### src/rtl/bsh_pkg.sv
package bsh_pkg;

    localparam int NP          = 8;
    localparam int BLOCK_BYTES = 64;
    localparam int LINK_BYTES  = 8;
    localparam int LENW        = 16;
    localparam int EVW         = 8;

    localparam int PW       = (NP > 1) ? $clog2(NP) : 1;
    localparam int SLOT_CYC = BLOCK_BYTES / LINK_BYTES;
    localparam int CW       = (SLOT_CYC > 1) ? $clog2(SLOT_CYC) : 1;
    localparam int BSH      = $clog2(BLOCK_BYTES);
    localparam int SEQW     = LENW - BSH;
    localparam int BCW      = $clog2(BLOCK_BYTES + 1);
    localparam int PHASE1   = (SLOT_CYC > 1) ? 1 : 0;

    typedef logic [PW-1:0]   port_t;
    typedef logic [CW-1:0]   cyc_t;
    typedef logic [LENW-1:0] len_t;
    typedef logic [EVW-1:0]  evid_t;
    typedef logic [SEQW-1:0] seq_t;
    typedef logic [BCW-1:0]  bcnt_t;

    typedef struct packed {
        evid_t evid;
        port_t src;
        seq_t  seq;
        logic  last;
    } tag_t;

    typedef struct packed {
        logic  valid;
        port_t dest;
        tag_t  tag;
        bcnt_t bytes;
    } blk_t;

    function automatic port_t dest_for(input int src, input int slot);
        return port_t'((src + slot) % NP);
    endfunction

endpackage

### src/rtl/bsh_slot_timer.sv
module bsh_slot_timer
    import bsh_pkg::*;
(
    input  logic  clk,
    input  logic  rst,
    output cyc_t  cyc_o,
    output port_t slot_o,
    output logic  launch_o
);

    always_ff @(posedge clk) begin
        if (rst) begin
            cyc_o  <= '0;
            slot_o <= '0;
        end else if (cyc_o == cyc_t'(SLOT_CYC - 1)) begin
            cyc_o  <= '0;
            slot_o <= (slot_o == port_t'(NP - 1)) ? '0 : slot_o + 1'b1;
        end else begin
            cyc_o <= cyc_o + 1'b1;
        end
    end

    assign launch_o = (cyc_o == '0);

    AST_SLOT_STEP: assert property (@(posedge clk) disable iff (rst)
        ($past(cyc_o) != cyc_t'(SLOT_CYC - 1)) |-> $stable(slot_o));

endmodule

### src/rtl/bsh_lane.sv
module bsh_lane
    import bsh_pkg::*;
#(
    parameter int SRC = 0
) (
    input  logic  clk,
    input  logic  rst,
    input  logic  launch_i,
    input  port_t slot_i,
    input  logic  frag_valid_i,
    input  len_t  frag_len_i,
    input  port_t frag_dest_i,
    input  evid_t frag_evid_i,
    output logic  ready_o,
    output blk_t  blk_o
);

    logic  busy_q;
    port_t dest_q;
    len_t  rem_q;
    seq_t  seq_q;
    evid_t evid_q;

    logic  take;
    logic  fire;
    logic  fin;

    assign take = !busy_q && frag_valid_i && (frag_len_i != '0);
    assign fire = busy_q && launch_i && (dest_q == dest_for(SRC, int'(slot_i)));
    assign fin  = (rem_q <= len_t'(BLOCK_BYTES));

    always_ff @(posedge clk) begin
        if (rst) begin
            busy_q <= 1'b0;
            dest_q <= '0;
            rem_q  <= '0;
            seq_q  <= '0;
            evid_q <= '0;
            blk_o  <= '0;
        end else begin
            blk_o.valid <= 1'b0;
            if (take) begin
                busy_q <= 1'b1;
                dest_q <= frag_dest_i;
                rem_q  <= frag_len_i;
                seq_q  <= '0;
                evid_q <= frag_evid_i;
            end else if (fire) begin
                blk_o.valid    <= 1'b1;
                blk_o.dest     <= dest_q;
                blk_o.tag.evid <= evid_q;
                blk_o.tag.src  <= port_t'(SRC);
                blk_o.tag.seq  <= seq_q;
                blk_o.tag.last <= fin;
                blk_o.bytes    <= fin ? rem_q[BCW-1:0] : bcnt_t'(BLOCK_BYTES);
                rem_q          <= rem_q - len_t'(BLOCK_BYTES);
                seq_q          <= seq_q + 1'b1;
                if (fin) busy_q <= 1'b0;
            end
        end
    end

    assign ready_o = !busy_q;

    AST_LOAD_TAKEN: assert property (@(posedge clk) disable iff (rst)
        (ready_o && frag_valid_i && frag_len_i != '0) |=> !ready_o);

    AST_ZERO_LEN: assert property (@(posedge clk) disable iff (rst)
        (ready_o && frag_valid_i && frag_len_i == '0) |=> ready_o);

    AST_BUSY_HOLD: assert property (@(posedge clk) disable iff (rst)
        (!ready_o && !launch_i) |=> !ready_o);

endmodule

### src/rtl/bsh_top.sv
module bsh_top
    import bsh_pkg::*;
(
    input  logic                      clk,
    input  logic                      rst,
    input  logic [NP-1:0]             frag_valid_i,
    input  logic [NP-1:0][LENW-1:0]   frag_len_i,
    input  logic [NP-1:0][PW-1:0]     frag_dest_i,
    input  logic [NP-1:0][EVW-1:0]    frag_evid_i,
    output logic [NP-1:0]             frag_ready_o,
    output logic [NP-1:0]             blk_valid_o,
    output logic [NP-1:0][PW-1:0]     blk_dest_o,
    output logic [NP-1:0][EVW-1:0]    blk_evid_o,
    output logic [NP-1:0][PW-1:0]     blk_src_o,
    output logic [NP-1:0][SEQW-1:0]   blk_seq_o,
    output logic [NP-1:0]             blk_last_o,
    output logic [NP-1:0][BCW-1:0]    blk_bytes_o,
    output logic [PW-1:0]             slot_o
);

    cyc_t  cyc;
    port_t slot;
    logic  launch;
    blk_t  blk [NP];

    bsh_slot_timer u_timer (
        .clk      (clk),
        .rst      (rst),
        .cyc_o    (cyc),
        .slot_o   (slot),
        .launch_o (launch)
    );

    assign slot_o = slot;

    for (genvar i = 0; i < NP; i++) begin : g_lane
        bsh_lane #(.SRC(i)) u_lane (
            .clk          (clk),
            .rst          (rst),
            .launch_i     (launch),
            .slot_i       (slot),
            .frag_valid_i (frag_valid_i[i]),
            .frag_len_i   (frag_len_i[i]),
            .frag_dest_i  (frag_dest_i[i]),
            .frag_evid_i  (frag_evid_i[i]),
            .ready_o      (frag_ready_o[i]),
            .blk_o        (blk[i])
        );

        assign blk_valid_o[i] = blk[i].valid;
        assign blk_dest_o[i]  = blk[i].dest;
        assign blk_evid_o[i]  = blk[i].tag.evid;
        assign blk_src_o[i]   = blk[i].tag.src;
        assign blk_seq_o[i]   = blk[i].tag.seq;
        assign blk_last_o[i]  = blk[i].tag.last;
        assign blk_bytes_o[i] = blk[i].bytes;

        AST_ROUTE: assert property (@(posedge clk) disable iff (rst)
            blk_valid_o[i] |-> (blk_dest_o[i] == dest_for(i, int'(slot))));

        AST_PAD_FULL: assert property (@(posedge clk) disable iff (rst)
            (blk_valid_o[i] && !blk_last_o[i]) |-> (blk_bytes_o[i] == bcnt_t'(BLOCK_BYTES)));

        AST_LAST_BYTES: assert property (@(posedge clk) disable iff (rst)
            (blk_valid_o[i] && blk_last_o[i]) |-> (blk_bytes_o[i] != '0));

        AST_LAST_READY: assert property (@(posedge clk) disable iff (rst)
            (blk_valid_o[i] && blk_last_o[i]) |-> frag_ready_o[i]);
    end

    logic [NP-1:0][NP-1:0] hit;

    for (genvar d = 0; d < NP; d++) begin : g_dest
        for (genvar i = 0; i < NP; i++) begin : g_src
            assign hit[d][i] = blk_valid_o[i] && (blk_dest_o[i] == port_t'(d));
        end

        AST_NO_COLLIDE: assert property (@(posedge clk) disable iff (rst)
            $onehot0(hit[d]));
    end

    AST_PHASE: assert property (@(posedge clk) disable iff (rst)
        (|blk_valid_o) |-> (cyc == cyc_t'(PHASE1)));

endmodule

### config.mk
export PLATFORM = sky130hd
export DESIGN_NAME = bsh_top
export DESIGN_NICKNAME = d
export VERILOG_FILES = /design/src/rtl/bsh_pkg.sv /design/src/rtl/bsh_slot_timer.sv /design/src/rtl/bsh_lane.sv /design/src/rtl/bsh_top.sv
export SDC_FILE = /design/constraint.sdc
export NUM_CORES = 1
export LEC_CHECK = 0
export CAP_MARGIN = 20
export CORE_MARGIN = 2
export CORE_UTILIZATION = 40
export DETAILED_ROUTE_END_ITERATION = 12
export PLACE_DENSITY = 0.64
export SYNTH_ARGS = -nofsm -noshare
export SYNTH_HDL_FRONTEND = slang
export SYNTH_SLANG_ARGS = --single-unit
### constraint.sdc
create_clock -name clk -period 6.97 [get_ports clk]
set_input_delay 1.7425 -clock clk [delete_from_list [all_inputs] [get_ports clk]]
set_output_delay 1.7425 -clock clk [all_outputs]
set_load 0.03 [all_outputs]
==> impl_results.md, run 1 <==
- Start point of the worst hold path: g_lane[7].u_lane.blk_o[12]
- Maximum operating frequency: 256.3 MHz
- Final Max Tran Viols: 0
- CP Class: register to output pin
- DPL Wire Length: 50360 µm
- Syn avg cell area: 8.344 µm²
- Post-route total power: 7388 µW
- Io pins: 501
- Cts hold-fix bufs: 0
- Via density: 5.282
- Reg2reg start: u_timer.cyc_o[0]
- Max clock buf depth: 3
- Sw frac: 24.59%
- Clock buffers created by TritonCTS: 59
- Routed vias: 20578
- Post-synth EDFFs: 0
- CP Data Required Time: 5.23 ns
- NetSw: 1817 µW
- Element type at the critical path start: register
- Critical path capture point type: output pin
- Yosys cell types: 68
- Avg WL per Cell: 18.42 µm
- Die Y: 240.9 µm
- Hold/Removal Path Class: register to register
- Share of layout cells above drive strength 1: 5.594%
- Sequential fraction of the synthesis area: 49.66%
- DRT Pass-1 Iters: 5
- Worst-Margin Slew: 1.054 ns
- Final hold violations: 0
- Clock power share: 44.9%
- Initial antenna violation count: 3
- Clock skew: 0.02686 ns
- Core Footprint: 55310 µm²
- PostCTS Resize Cnt: 0
- Slew HR: 29.72%
- Worst setup path start: u_timer.slot_o[2]
- Gr ovfl total: 0
- Post-Syn Area: 22450 µm²
- VDD IR-drop max: 191.3 µV
- Worst path slowest cell: clkdlybuf4s50_1
- Power Density: 246.6 nW/µm²
- Die W: 240.9 µm
- Yosys warns: 0
- Asr flop ratio synth: 0%
- Gr usage total: 23.84%
- Crit-path max cell delay: 0.74 ns
- CP Cell Sequence: buf_4 > clkdlybuf4s50_1
- Rows: 86
- Vias in the first global route: 19994
- Clock Latency Late Sink: 0.62 ns
- Largest net degree at the start of global routing: 95
- Cell internal pwr: 5571 µW
- Drt drc: 0
- Initial DRC Count: 1093
- Ys flop type: dfxtp_1
- Final instance area: 29960 µm²
- Max Cap Viol: 0
- Reg clk slew, reported paths: 0.06 ns
- Most common cell after layout, fill and taps aside: dfxtp_1
- Area delta synth->final: 33.41%
- Routed WL: 71750 µm
- Setup Total Neg Slack: 0 ns
- Port bufs: 488
- Most frequent cells in the layout: dfxtp_1 (557), clkdlybuf4s50_1 (487), nand2_1 (478)
- Critical path data arrival time: 2.16 ns
- Detail Route Antenna Nets: 0
- Unrepaired setup endpoints after global routing: false
- Comb pwr share: 9.5%
- Post-CTS Setup Bufs: 0
- Minimum clock period: 3.902 ns
- Post-layout util: 54.16%
- Gpl congestion: 0.8780
- Die footprint: 58050 µm²
- Status: finished clean
- Final number of setup-violating endpoints: 0
- Yosys reg bits: 557
- Clk sink count: 557
- Root Buffer: clkbuf_16
- CTS tree: yes
- P_leak: 0.01108 µW
- Seq pwr share: 45.6%
- Critical-path maximum fanout: 7
- Period utilisation layout: 55.99%
- Starting Density: 40.60%
- Nets: 3354
- Global-route wire length before repair: 110700 µm
- Area of placed instances: 27830 µm²
- Htree depth: 2
- Cells after synthesis: 2691
==> registers in the layout (all words and copies together), names as in the netlist <==
register,flops
g_lane.u_lane.seq_q,80
g_lane.u_lane.blk_o,247
g_lane.u_lane.dest_q,24
g_lane.u_lane.busy_q,8
u_timer.slot_o,3
u_timer.cyc_o,3
g_lane.u_lane.rem_q,128
g_lane.u_lane.evid_q,64
==> final cells by class <==
class                   count  area (µm²)
diodes                      2       5.005
clock inverters            21       269.0
clock buffers              89        1821
flip-flops and latches    557       11150
well taps                 748       935.9
multi-input cells        1913       10440
fillers                  5146       25350
repair buffers            522        5165
inverters                  44       167.7
==> worst max-delay path, delay by kind of cell (launching register included) <==
| kind | cells | cell delay, ns |
|---|---|---|
| flops | 1 | 0.52 |
| buf+inv | 2 | 1.02 |
==> through the flow <==
stage | hold slack (ns) | setup slack, ns | instances
floorplan | 0.4270 | 3.775 | 2702
global placement | 0.4376 | 2.556 | 3783
detailed placement | 0.4473 | 2.581 | 3783
CTS | 0.4558 | 2.947 | 3893
global route | 0.4698 | 2.963 | 3896
finish | 0.4526 | 3.068 | 3896
==> layer usage <==
metal	routed length [µm]	track usage, %
met5	16	0
met1	30990	30.79
met4	2114	8.212
met3	4955	5.479
met2	33670	39.14
==> cells by family after synthesis <==
family,after synthesis,share of synthesized area (%)
buffers and inverters,232,4.402
DFF,557,49.66
xor gates and xnor gates,87,3.516
and+or+nand+nor,1175,23.57
AOI/OAI and AO/OA,559,14.91
other,1,0.01670
adders and majority gates,31,1.727
muxes,49,2.201
==> path summary, 6_finish.rpt <==
check,to,slack (ns),cells past startpoint
max,slot_o[2],3.07,2
min,g_lane[7].u_lane.blk_o[12],0.45,2
max reg2reg,g_lane[6].u_lane.rem_q[15],3.46,8
min reg2reg,g_lane[7].u_lane.blk_o[12],0.45,2
==> power by group through the flow <==
stage	combinational (µW)	clock (µW)	sequential, µW
after global placement	686	0	3430
after global routing	769	3510	3380
after floorplan	389	0	3440
after detailed placement	697	0	3440
after CTS	701	3390	3370
final	705	3320	3370
==> synthesized netlist by cell type, drive strengths merged (3+ instances only) <==
library cell  number  share of area [%]
o311ai            15               0.59
or3               33               0.95
and3              21               0.59
a211oi             5               0.17
nand2b            14               0.39
a22oi             32                1.1
or2                4               0.11
nand3             45                1.0
o2bb2a             4               0.18
nand2            478                8.0
a311o              5               0.22
xor2              49                1.9
a41oi              8               0.31
dfxtp            557                 50
mux2               3               0.15
nor4b              7               0.30
ha                31                1.7
nor4              44                1.6
inv               44               0.74
a21oi            256                5.7
buf               55                1.4
nor2b              4               0.11
and3b              5               0.20
xnor2             36                1.4
a31oi             33               0.92
nor3              33               0.76
o22ai              5               0.14
or4               19               0.67
and2              10               0.28
nor2             391                6.5
mux2i             46                2.1
a32oi             15               0.59
a41o               8               0.36
o221a              4               0.20
nand3b             6               0.20
nand4             44                1.2
o211ai            15               0.50
clkbuf           133                2.2
a221oi            11               0.43
and4              13               0.51
o31ai              3               0.10
a2bb2oi            5               0.20
o21ai            123                2.7
No activity file was read; power rests on OpenSTA's default activity.
==> run 2: changes to the inputs <==
--- a/config.mk
+++ b/config.mk
@@ -9,7 +9,7 @@
 export CORE_MARGIN = 2
 export CORE_UTILIZATION = 40
 export DETAILED_ROUTE_END_ITERATION = 12
-export PLACE_DENSITY = 0.64
+export PLACE_DENSITY = 0.66
 export SYNTH_ARGS = -nofsm -noshare
 export SYNTH_HDL_FRONTEND = slang
 export SYNTH_SLANG_ARGS = --single-unit
==> constraint.sdc (replaced) <==
create_clock -name clk -period 3.2 [get_ports clk]
set_input_delay 0.8 -clock clk [delete_from_list [all_inputs] [get_ports clk]]
set_output_delay 0.8 -clock clk [all_outputs]
set_load 0.03 [all_outputs]
==> run 2 against run 1 <==
Compared with the run above:
- final cell count rose by 0.82%
- non-clock buffer count up 38
- count of clock-buffer cells in the layout is 19 lower
- sequential share of layout area is 0.44 points lower
- power is 120% higher
- via count is 0.95% higher
- worst hold slack better by 0.0011 ns
- critical path type is now register to register
- largest cell class unchanged
- largest power group is now clock
==> impl_results.md, run 2 (same netlist as run 1, synthesis figures left out) <==
- Setup Total Neg Slack: 0 ns (unchanged)
- Final worst setup slack: 0.3099 ns (-2.758 ns)
- Gr ovfl total: 0 (unchanged)
- NetSw: 3942 µW (+120%)
- Critical path data arrival time: 3.33 ns (+1.17 ns)
- Avg WL per Cell: 18.12 µm (-1.6%)
- Reg clk slew, reported paths: 0.06 ns (about the same)
- DRT Pass-1 Iters: 5 (unchanged)
- Worst slack, placed: 0.07608 ns (-2.505 ns)
- Gpl congestion: 0.9017 (+2.7%)
- Final hold violations: 0 (unchanged)
- Sw frac: 23.97% (-0.62 points)
- Drt drc: 0 (unchanged)
- Met3 GRT Util: 5.078% (-0.40 points)
- Minimum clock period: 2.890 ns
- Filler Cells Inserted: 5090 (-1.1%)
- DPL Wire Length: 50760 µm (+0.79%)
- Critical path capture point type: register
- Rows: 86 (unchanged)
- Worst-Margin Slew: 1.027 ns (-0.02675 ns)
- Comb pwr share: 9.5% (about the same)
- Io pins: 501 (unchanged)
- Busiest grt layer: met2
- Power Density: 542.5 nW/µm² (+120%)
- Port bufs: 488 (unchanged)
- Most common cell after layout, fill and taps aside: dfxtp_1
- Status: finished clean
- Clock Latency Late Sink: 0.60 ns (-0.02 ns)
- Met1 Usage GRT: 30.20% (-0.59 points)
- Diode count: 0 (-2)
- Die footprint: 58050 µm² (unchanged)
- Seq pwr share: 44.6% (-1.0 points)
- Critical-path maximum fanout: 10 (+3)
- Post-CTS Setup Bufs: 0 (unchanged)
- Global-route wire length before repair: 109700 µm (-0.92%)
- Area delta synth->final: 35.01%
- Die W: 240.9 µm (unchanged)
- Cell internal pwr: 12500 µW (+120%)
- CTS tree: yes
- GR Layer Usage met2: 39.49% (+0.35 points)
- Clock buffers created by TritonCTS: 58 (-1.7%)
- Most frequent cells in the layout: dfxtp_1 (557), clkdlybuf4s50_1 (487), nand2_1 (478)
- Biggest register: g_lane.u_lane.blk_o
- Element type at the critical path start: register
- Biggest regs: g_lane.u_lane.blk_o (247), g_lane.u_lane.rem_q (128), g_lane.u_lane.seq_q (80)
- Largest net degree at the start of global routing: 212 (+120%)
- Final Max Tran Viols: 0 (unchanged)
- VDD IR-drop max: 475.2 µV (+150%)
- PostCTS Resize Cnt: 0 (unchanged)
- Initial antenna violation count: 0 (-3)
- Multi-input logic area: 10440 µm² (unchanged)
- Share of layout cells above drive strength 1: 6.730% (+1.1 points)
- R2r setup slk: 0.31 ns (-3.15 ns)
- Nets: 3391 (+1.1%)
- Starting Density: 40.60% (unchanged)
- Gr usage total: 23.56% (-0.28 points)
- Via density: 5.288 (+0.13%)
- Htree depth: 2 (unchanged)
- Max clock buf depth: 3 (unchanged)
- Slew HR: 31.51% (+1.8 points)
- Max reg flops: 247 (unchanged)
- Detail Route Antenna Nets: 0 (unchanged)
- Vias in the first global route: 20107 (+0.57%)
- Hold/Removal Path Class: register to register
- Clock power share: 45.9% (+1.0 points)
- FF+latch area: 11150 µm² (unchanged)
- Cts hold-fix bufs: 0 (unchanged)
- Routed WL: 71180 µm (-0.79%)
- Initial DRC Count: 1401 (+28%)
- Root Buffer: clkbuf_16
- Max Cap Viol: 0 (unchanged)
- Clock skew: 0.02309 ns (-0.003778 ns)
- Clk sink count: 557 (unchanged)
- P_leak: 0.01130 µW (+2.0%)
- CP Data Required Time: 3.64 ns (-1.59 ns)
- Core Footprint: 55310 µm² (unchanged)
- Maximum operating frequency: 346.0 MHz
- CP Class: register to register
- Die Y: 240.9 µm (unchanged)
- Period utilisation layout: 90.32%
- Routed vias: 20773 (+0.95%)
- Unrepaired setup endpoints after global routing: false
- Final number of setup-violating endpoints: 0 (unchanged)
## run 2: metrics by stage
stage	power, µW	std cells	hold WS (ns)	instance area [µm²]	util, %
final	16440	3928	0.4537	30310	54.81
after global routing	17040	3928	0.4682	30310	54.81
after CTS	16590	3928	0.4546	30310	54.81
after detailed placement	9038	3822	0.4455	28160	50.92
after global placement	9003	3822	0.4389	28160	50.92
after floorplan	8331	2702	0.4270	22500	-
## run 2: final timing paths
check / from / to / depth (start not counted)
max: u_timer.slot_o[0] / g_lane[7].u_lane.rem_q[9] / 8
min: g_lane[5].u_lane.blk_o[14] / g_lane[5].u_lane.blk_o[14] / 2
max reg2reg: u_timer.slot_o[0] / g_lane[7].u_lane.rem_q[9] / 8
min reg2reg: g_lane[5].u_lane.blk_o[14] / g_lane[5].u_lane.blk_o[14] / 2
## run 2: worst max-delay path, cell delays in order, from the launching register on
cell and delay [ns]:
dfxtp_1 0.54, inv_1 0.09, ha_1 0.35, buf_4 0.20
xor2_1 0.17, nand4_1 0.47, or4_2 0.72, nand3_1 0.10
a21oi_1 0.07
## run 2: per-layer routing
| metal | vias up | share of wire (%) |
|---|---|---|
| li1 | 10149 | - |
| met1 | 9879 | 43 |
| met2 | 632 | 48 |
| met3 | 113 | 6.6 |
| met4 | 0 | 2.8 |
| met5 | - | 0 |
## run 2: final cells by class
| class | instances | share of cell area [%] |
|---|---|---|
| tap | 748 | 3.087 |
| clock inverter | 36 | 1.853 |
| sequential | 557 | 36.78 |
| multi-input combinational | 1913 | 34.45 |
| timing repair buffer | 560 | 18.04 |
| inverter | 44 | 0.5531 |
| clock buffer | 70 | 5.238 |
## run 2: power groups by stage
stage	registers, µW	logic, µW	clock network [µW]
floorplan	7480	847	0
global placement	7480	1530	0
detailed placement	7490	1550	0
CTS	7330	1560	7700
global route	7360	1700	7980
finish	7340	1560	7550
